===== src/rtl/ubt_pkg.sv =====
package ubt_pkg;
  localparam int DEF_W = 18;

  typedef struct packed {
    logic le;
    logic ck;
  } store_ctl_t;
endpackage


===== src/rtl/ubt_store_cell.sv =====
module ubt_store_cell
  import ubt_pkg::*;
#(
  parameter int W = DEF_W
) (
  input  logic         clk,
  input  logic         rst,
  input  store_ctl_t   ctl,
  input  logic [W-1:0] d,
  output logic [W-1:0] q
);
  logic ck_q;
  logic fall;

  // previous control clock level, tracked even in reset
  always_ff @(posedge clk) ck_q <= ctl.ck;

  assign fall = ck_q & ~ctl.ck;

  always_ff @(posedge clk) begin
    if (rst)                 q <= '0;
    else if (ctl.le || fall) q <= d;
  end
endmodule


===== src/rtl/ubt_out_drive.sv =====
module ubt_out_drive #(
  parameter int W        = 18,
  parameter bit ACT_HIGH = 1'b1
) (
  input  logic         clk,
  input  logic         rst,
  input  logic         oe,
  input  logic [W-1:0] q,
  output logic [W-1:0] drv_dat,
  output logic         drv_en
);
  logic act;

  generate
    if (ACT_HIGH) begin : g_hi
      assign act = oe;
    end else begin : g_lo
      assign act = ~oe;
    end
  endgenerate

  always_ff @(posedge clk) begin
    if (rst) drv_en <= 1'b0;
    else     drv_en <= act;
  end

  assign drv_dat = q;
endmodule


===== src/rtl/ubt_keeper.sv =====
module ubt_keeper #(
  parameter int W = 18
) (
  input  logic         clk,
  input  logic         rst,
  input  logic         own_en,
  input  logic [W-1:0] own_dat,
  input  logic         ext_en,
  input  logic [W-1:0] ext_dat,
  output logic [W-1:0] lvl
);
  logic [W-1:0] keep;

  always_comb begin
    if (own_en)      lvl = own_dat;
    else if (ext_en) lvl = ext_dat;
    else             lvl = keep;
  end

  always_ff @(posedge clk) begin
    if (rst)                   keep <= '0;
    else if (own_en || ext_en) keep <= lvl;
  end
endmodule


===== src/rtl/ubt_xcvr.sv =====
module ubt_xcvr
  import ubt_pkg::*;
#(
  parameter int W = DEF_W
) (
  input  logic         clk,
  input  logic         rst,
  input  logic         oe_ab,
  input  logic         le_ab,
  input  logic         ck_ab,
  input  logic         oe_ba_n,
  input  logic         le_ba,
  input  logic         ck_ba,
  input  logic [W-1:0] a_ext_dat,
  input  logic         a_ext_en,
  input  logic [W-1:0] b_ext_dat,
  input  logic         b_ext_en,
  output logic [W-1:0] a_drv_dat,
  output logic         a_drv_en,
  output logic [W-1:0] b_drv_dat,
  output logic         b_drv_en,
  output logic [W-1:0] a_lvl,
  output logic [W-1:0] b_lvl
);
  store_ctl_t   ctl_ab, ctl_ba;
  logic [W-1:0] q_ab, q_ba;

  assign ctl_ab = '{le: le_ab, ck: ck_ab};
  assign ctl_ba = '{le: le_ba, ck: ck_ba};

  ubt_store_cell #(.W(W)) u_cell_ab (
    .clk(clk), .rst(rst), .ctl(ctl_ab), .d(a_lvl), .q(q_ab)
  );
  ubt_store_cell #(.W(W)) u_cell_ba (
    .clk(clk), .rst(rst), .ctl(ctl_ba), .d(b_lvl), .q(q_ba)
  );

  ubt_out_drive #(.W(W), .ACT_HIGH(1'b1)) u_drv_b (
    .clk(clk), .rst(rst), .oe(oe_ab), .q(q_ab),
    .drv_dat(b_drv_dat), .drv_en(b_drv_en)
  );
  ubt_out_drive #(.W(W), .ACT_HIGH(1'b0)) u_drv_a (
    .clk(clk), .rst(rst), .oe(oe_ba_n), .q(q_ba),
    .drv_dat(a_drv_dat), .drv_en(a_drv_en)
  );

  ubt_keeper #(.W(W)) u_keep_a (
    .clk(clk), .rst(rst), .own_en(a_drv_en), .own_dat(a_drv_dat),
    .ext_en(a_ext_en), .ext_dat(a_ext_dat), .lvl(a_lvl)
  );
  ubt_keeper #(.W(W)) u_keep_b (
    .clk(clk), .rst(rst), .own_en(b_drv_en), .own_dat(b_drv_dat),
    .ext_en(b_ext_en), .ext_dat(b_ext_dat), .lvl(b_lvl)
  );
endmodule


===== config.mk =====
export PLATFORM = sky130hd
export DESIGN_NAME = ubt_xcvr
export DESIGN_NICKNAME = d
export VERILOG_FILES = /design/src/rtl/ubt_pkg.sv /design/src/rtl/ubt_store_cell.sv /design/src/rtl/ubt_out_drive.sv /design/src/rtl/ubt_keeper.sv /design/src/rtl/ubt_xcvr.sv
export SDC_FILE = /design/constraint.sdc
export NUM_CORES = 1
export LEC_CHECK = 0
export BUFFER_PORTS_ARGS = -buffer_cell sky130_fd_sc_hd__buf_2
export CORE_MARGIN = 2
export CORE_UTILIZATION = 47
export CTS_CLUSTER_SIZE = 25
export DETAILED_ROUTE_END_ITERATION = 6
export HOLD_SLACK_MARGIN = 0.12
export PLACE_DENSITY_LB_ADDON = 0.08
export SLEW_MARGIN = 20
export SYNTH_ARGS = -nofsm -noshare
export SYNTH_HDL_FRONTEND = slang
export SYNTH_SLANG_ARGS = --single-unit

===== constraint.sdc =====
create_clock -name clk -period 1.8 [get_ports clk]
set_clock_uncertainty 0.15 [all_clocks]
set_input_delay 0.18 -clock clk [delete_from_list [all_inputs] [get_ports clk]]
set_output_delay 0.18 -clock clk [all_outputs]
set_load 0.05 [all_outputs]

Word-level counts from Yosys, hierarchy flattened:

Index checks and enable logic that the tools add are counted.

* register bits after elaboration: 76
* output and inout bits: 74
* logic and storage cells: 21

* mux-type cells: 4
* bitwise gates (word level): 5
* reduce and logical (&&, ||, !) cells: 4

Operators with widths (count)
* 18-bit two-way mux: 4
* 1-bit logical OR: 4
* 1-bit NOT: 3
* 1-bit AND: 2

Longest topological paths before layout:

* depth after elaboration: 3
* depth in mapped cells: 6
* gate-level depth less buffers: 3

Modules after synthesis:

From an unflattened synthesis, not the netlist that was laid out.

* cells, all modules: 400
* area, all modules: 3898.7 µm²

By module, submodules not included
* ubt_keeper: instances 2, cells an instance 100, area an instance 944.7 µm², seq. area each 360.3 µm²
* ubt_store_cell: instances 2, cells an instance 80, area an instance 840.8 µm², seq. area each 380.4 µm²
* ubt_out_drive at u_drv_b: instances 1, cells an instance 20, area an instance 168.9 µm², seq. area each 20.0 µm²
* ubt_out_drive at u_drv_a: instances 1, cells an instance 20, area an instance 158.9 µm², seq. area each 20.0 µm²

Worst setup path before layout:

Ideal clock, no wire load.

* path kind: reg2reg
* start: register u_drv_b.drv_en
* end: register u_cell_ba.q[4]
* data arrival time: 1.829 ns
* data required time: 1.533 ns
* path slack: -0.296 ns
* stages on the path, launching flop included: 5
* period minus slack after synthesis: 2.096 ns
* path through: dfxtp_1 > buf_2 > buf_2 > mux2_4 > a22o_1

* longest elaborated chain between the ends: 1

RTL lines
* start: declaration: RTL line ubt_out_drive.sv:10 `output logic drv_en`
* start signal: assignment: RTL line ubt_out_drive.sv:24 `else drv_en <= act;`
* 18-bit two-way mux: RTL line ubt_keeper.sv:15 `if (own_en) lvl = own_dat;`
* net b_lvl[4]: RTL line ubt_xcvr.sv:23 `output logic [W-1:0] b_lvl`
* end signal: assignment: RTL line ubt_store_cell.sv:21 `if (rst) q <= '0;`
* end signal: assignment: RTL line ubt_store_cell.sv:22 `else if (ctl.le || fall) q <= d;`
* end: declaration: RTL line ubt_store_cell.sv:10 `output logic [W-1:0] q`

The timed path passes the listed nets, and every way through them passes these cells.
A chain may end at the register's enable or synchronous reset.

Worst setup path after layout:

* start: register u_drv_b.drv_en
* end: output b_lvl[16]

* longest elaborated chain between the ends: 1

RTL lines (RTL line)
* 18-bit two-way mux: ubt_keeper.sv:15
* end: declaration: ubt_xcvr.sv:23

No other way between the ends.

==> impl_metrics.xml <==
<?xml version="1.0" encoding="UTF-8"?>
<metrics>
  <group name="synthesis">
    <metric name="postSynthAreaPerCell" unit="µm²">12.2</metric>
    <metric name="netlist-cell-type-count" unit="">17</metric>
    <metric name="synth_sequential_area_ratio" unit="%">43.1</metric>
    <metric name="post_synthesis_mux_area_share" unit="%">27.2</metric>
    <metric name="synth_area_leader_cell" unit="">sky130_fd_sc_hd__dfxtp_1</metric>
    <metric name="synthXorXnorAreaFrac" unit="%">0</metric>
    <metric name="synthesis.yosys.warnings" unit="">0</metric>
    <metric name="post_synth_fa_ha_maj_area_fraction" unit="%">0</metric>
    <metric name="postSynthRegisterBits" unit="">76</metric>
    <metric name="synth_top_cells_by_area" unit="">sky130_fd_sc_hd__dfxtp_1, sky130_fd_sc_hd__mux2_4, sky130_fd_sc_hd__mux2_2</metric>
    <metric name="synth_top_area_share" unit="%">43.1</metric>
    <metric name="syn-num-nets" unit="">335</metric>
    <metric name="synth_simple_gate_area_share" unit="%">16.0</metric>
    <metric name="netlist_area" unit="µm²">3530</metric>
    <metric name="combinational_family_with_the_most_area_after_synthesis" unit="">multiplexers</metric>
    <metric name="post_synth_inst_count" unit="">289</metric>
    <metric name="compound_cell_area_share_of_the_yosys_netlist" unit="%">9.43</metric>
  </group>
  <group name="floorplanning">
    <metric name="die_area" unit="µm²">8220</metric>
    <metric name="die_h" unit="µm">90.7</metric>
    <metric name="start_util" unit="%">48.7</metric>
    <metric name="die_w" unit="µm">90.7</metric>
    <metric name="number_of_cell_rows" unit="">31</metric>
    <metric name="fp.coreArea" unit="µm²">7250</metric>
    <metric name="ioPinCount" unit="">120</metric>
  </group>
  <group name="drt">
    <metric name="antenna_violating_nets_post_route" unit="">0</metric>
    <metric name="drt_iter0_markers" unit="">119</metric>
    <metric name="vias_per_cell" unit="">5.24</metric>
    <metric name="vias" unit="">2737</metric>
    <metric name="post_drt_wl_per_cell" unit="µm">17.8</metric>
    <metric name="post_detailed_routing_wire_length" unit="mm">9.30</metric>
    <metric name="drc" unit="">0</metric>
    <metric name="detailedRoute.firstPassIterationCount" unit="">4</metric>
  </group>
  <group name="placed_design">
    <metric name="gp_congestion" unit="">0.799</metric>
    <metric name="numPortBuffers" unit="">119</metric>
    <metric name="hpwl" unit="mm">6.19</metric>
    <metric name="place_area" unit="µm²">4280</metric>
    <metric name="detailedPlace.worstSlack" unit="ns">0.148</metric>
  </group>
  <group name="sta">
    <metric name="clock.fmax" unit="MHz">557</metric>
    <metric name="worst_hold_slack" unit="ns">0.177</metric>
    <metric name="rsz0062_at_grt" unit="">yes</metric>
    <metric name="timing.final.crit_period" unit="ns">1.80</metric>
    <metric name="relSlewSlack" unit="%">72.4</metric>
    <metric name="timing.final.hold_violations" unit="">0</metric>
    <metric name="final_critical_path_share_of_the_clock_period" unit="%">99.7</metric>
    <metric name="final_max_slew_viol_count" unit="">0</metric>
    <metric name="post-route-worst-setup-slack" unit="ns">0.00464</metric>
    <metric name="slew_worst_pin" unit="ns">0.413</metric>
    <metric name="setup_viol_count_final" unit="">0</metric>
    <metric name="finalSetupTns" unit="ns">0</metric>
  </group>
  <group name="layout">
    <metric name="most-common-layout-cells" unit="">sky130_fd_sc_hd__buf_2, sky130_fd_sc_hd__dfxtp_1, sky130_fd_sc_hd__mux2_4</metric>
    <metric name="nets" unit="">465</metric>
    <metric name="layout_commonest_cell" unit="">sky130_fd_sc_hd__buf_2</metric>
    <metric name="final_layout_size_suffix_gt1_share" unit="%">59.3</metric>
    <metric name="total_area_of_sequential_cells" unit="µm²">1530</metric>
    <metric name="layout.cell_area.non_filler" unit="µm²">4670</metric>
    <metric name="fillerInstances" unit="">626</metric>
    <metric name="area_growth_syn_to_layout" unit="%">32.4</metric>
    <metric name="multi_input_comb_area" unit="µm²">1860</metric>
    <metric name="antenna_cells_inserted" unit="">0</metric>
  </group>
  <group name="critical_path">
    <metric name="startpoint" unit="">u_drv_b.drv_en</metric>
    <metric name="critical_path.startpoint_type" unit="">register</metric>
    <metric name="critical_path_class" unit="">register to primary output</metric>
    <metric name="worstReg2RegStart" unit="">u_drv_a.drv_en</metric>
    <metric name="largest_fanout_on_the_critical_path" unit="">7</metric>
    <metric name="critPathRequiredTime" unit="ns">1.47</metric>
    <metric name="end_kind" unit="">primary output</metric>
    <metric name="cp.arrival" unit="ns">1.47</metric>
  </group>
  <group name="global_routing">
    <metric name="gr_util_all_layers" unit="%">22.6</metric>
    <metric name="grt_first_pass_wirelength" unit="mm">14.4</metric>
    <metric name="grt_start_max_net_pins" unit="">29</metric>
    <metric name="number_of_global_route_vias_before_repair" unit="">2695</metric>
    <metric name="grt_overflow_total" unit="">0</metric>
    <metric name="antenna_found_initial" unit="">0</metric>
  </group>
  <group name="outcome">
    <metric name="outcome" unit="">completed</metric>
  </group>
  <group name="clocking">
    <metric name="htree_levels" unit="">3</metric>
    <metric name="source_to_sink_clock_delay_at_the_later_pin_of_the_worst_skew_pair" unit="ns">0.35</metric>
    <metric name="cts_num_sinks" unit="">76</metric>
    <metric name="tritoncts_buffer_count" unit="">9</metric>
    <metric name="clkSlewWorstSetupHoldPaths" unit="ns">0.08</metric>
    <metric name="ctsRootBufferMaster" unit="">sky130_fd_sc_hd__clkbuf_8</metric>
    <metric name="clockBufferDepth" unit="">2</metric>
    <metric name="post-cts-setup-buffer-count" unit="">0</metric>
    <metric name="cts_tree" unit="">yes</metric>
  </group>
  <group name="min_path">
    <metric name="hold_start" unit="">a_ext_dat[4]</metric>
    <metric name="hp-class" unit="">input port to register</metric>
  </group>
  <group name="pwr">
    <metric name="power_leakage" unit="nW">2.23</metric>
    <metric name="vdd.ir_drop.worst" unit="mV">0.537</metric>
    <metric name="power_per_cell_area" unit="nW/µm²">975</metric>
    <metric name="power.total" unit="mW">4.56</metric>
  </group>
  <group name="flow_run">
    <metric name="max_cap_viol_count" unit="">0</metric>
  </group>
</metrics>
synth_stat cells:
cell / instances
sky130_fd_sc_hd__mux2_2: 32
sky130_fd_sc_hd__nor3b_2: 22
sky130_fd_sc_hd__nor2_1: 37
sky130_fd_sc_hd__clkbuf_1: 3
sky130_fd_sc_hd__a21oi_2: 2
sky130_fd_sc_hd__buf_1: 1
sky130_fd_sc_hd__nand2b_1: 2
sky130_fd_sc_hd__nor2b_1: 1
sky130_fd_sc_hd__buf_2: 13
sky130_fd_sc_hd__buf_12: 2
sky130_fd_sc_hd__mux2_4: 40
sky130_fd_sc_hd__or2_2: 2
sky130_fd_sc_hd__a22o_1: 36
sky130_fd_sc_hd__dfxtp_1: 76
sky130_fd_sc_hd__buf_6: 2
sky130_fd_sc_hd__nor3b_1: 16
sky130_fd_sc_hd__inv_1: 2
worst paths after layout:
kind | end | slack [ns] | cells after the start
worst min register to register | u_keep_b.keep[12] | 0.35 | 2
worst max-delay path | b_lvl[16] | 0.005 | 3
worst min-delay path | u_cell_ab.q[4] | 0.18 | 4
worst max register to register | u_keep_a.keep[12] | 0.25 | 4
worst max-delay path, stage by stage, from the launching register on:
cell and delay [ns]:
sky130_fd_sc_hd__dfxtp_2 0.35, sky130_fd_sc_hd__buf_4 0.19, sky130_fd_sc_hd__mux2_2 0.39, sky130_fd_sc_hd__buf_4 0.20
stage by stage:
stage	util, %	cells
final	64.4	522
after global routing	64.4	522
after CTS	63.5	521
after detailed placement	59.0	502
after global placement	59.0	502
after floorplan	-	289
per-layer routing:
metal	wire length [µm]	GRT usage, %	part of all wire [%]
met1	4160	30.0	45
met4	143	8.46	1.5
met3	612	5.09	6.6
met5	0	0	0
met2	4390	35.9	47
sequential cells by signal (all words and copies together), names as in the netlist:
register        count
u_cell_ba.ck_q      1
u_cell_ab.q        18
u_drv_b.drv_en      1
u_drv_a.drv_en      1
u_keep_a.keep      18
u_keep_b.keep      18
u_cell_ab.ck_q      1
u_cell_ba.q        18
cell type report:
class	instances	area share, %
Clock buffer	10	2.94
Clock inverter	5	2.14
Inverter	2	0.161
Multi-Input combinational cell	190	39.8
Sequential cell	76	32.7
Tap cell	99	2.65
Timing Repair Buffer	140	19.7
logic make-up after synthesis:
family          Yosys count
buf+inv                  23
flops                    76
mux                      72
compound gates           38
simple gates             80
what timing repair did:
item	CTS	global route
setup endpoints to repair	18	19
gates resized for setup	17	19
endpoints found under the hold margin	4	0
gates cloned	0	1
hold buffers	4	0
report_power, final:
group          switching (mW)  internal [mW]  total [mW]
registers              0.0623           1.77        1.83
clock network           0.612          0.947        1.56
logic                   0.725          0.444        1.17
No activity file was read; power rests on OpenSTA's default activity.
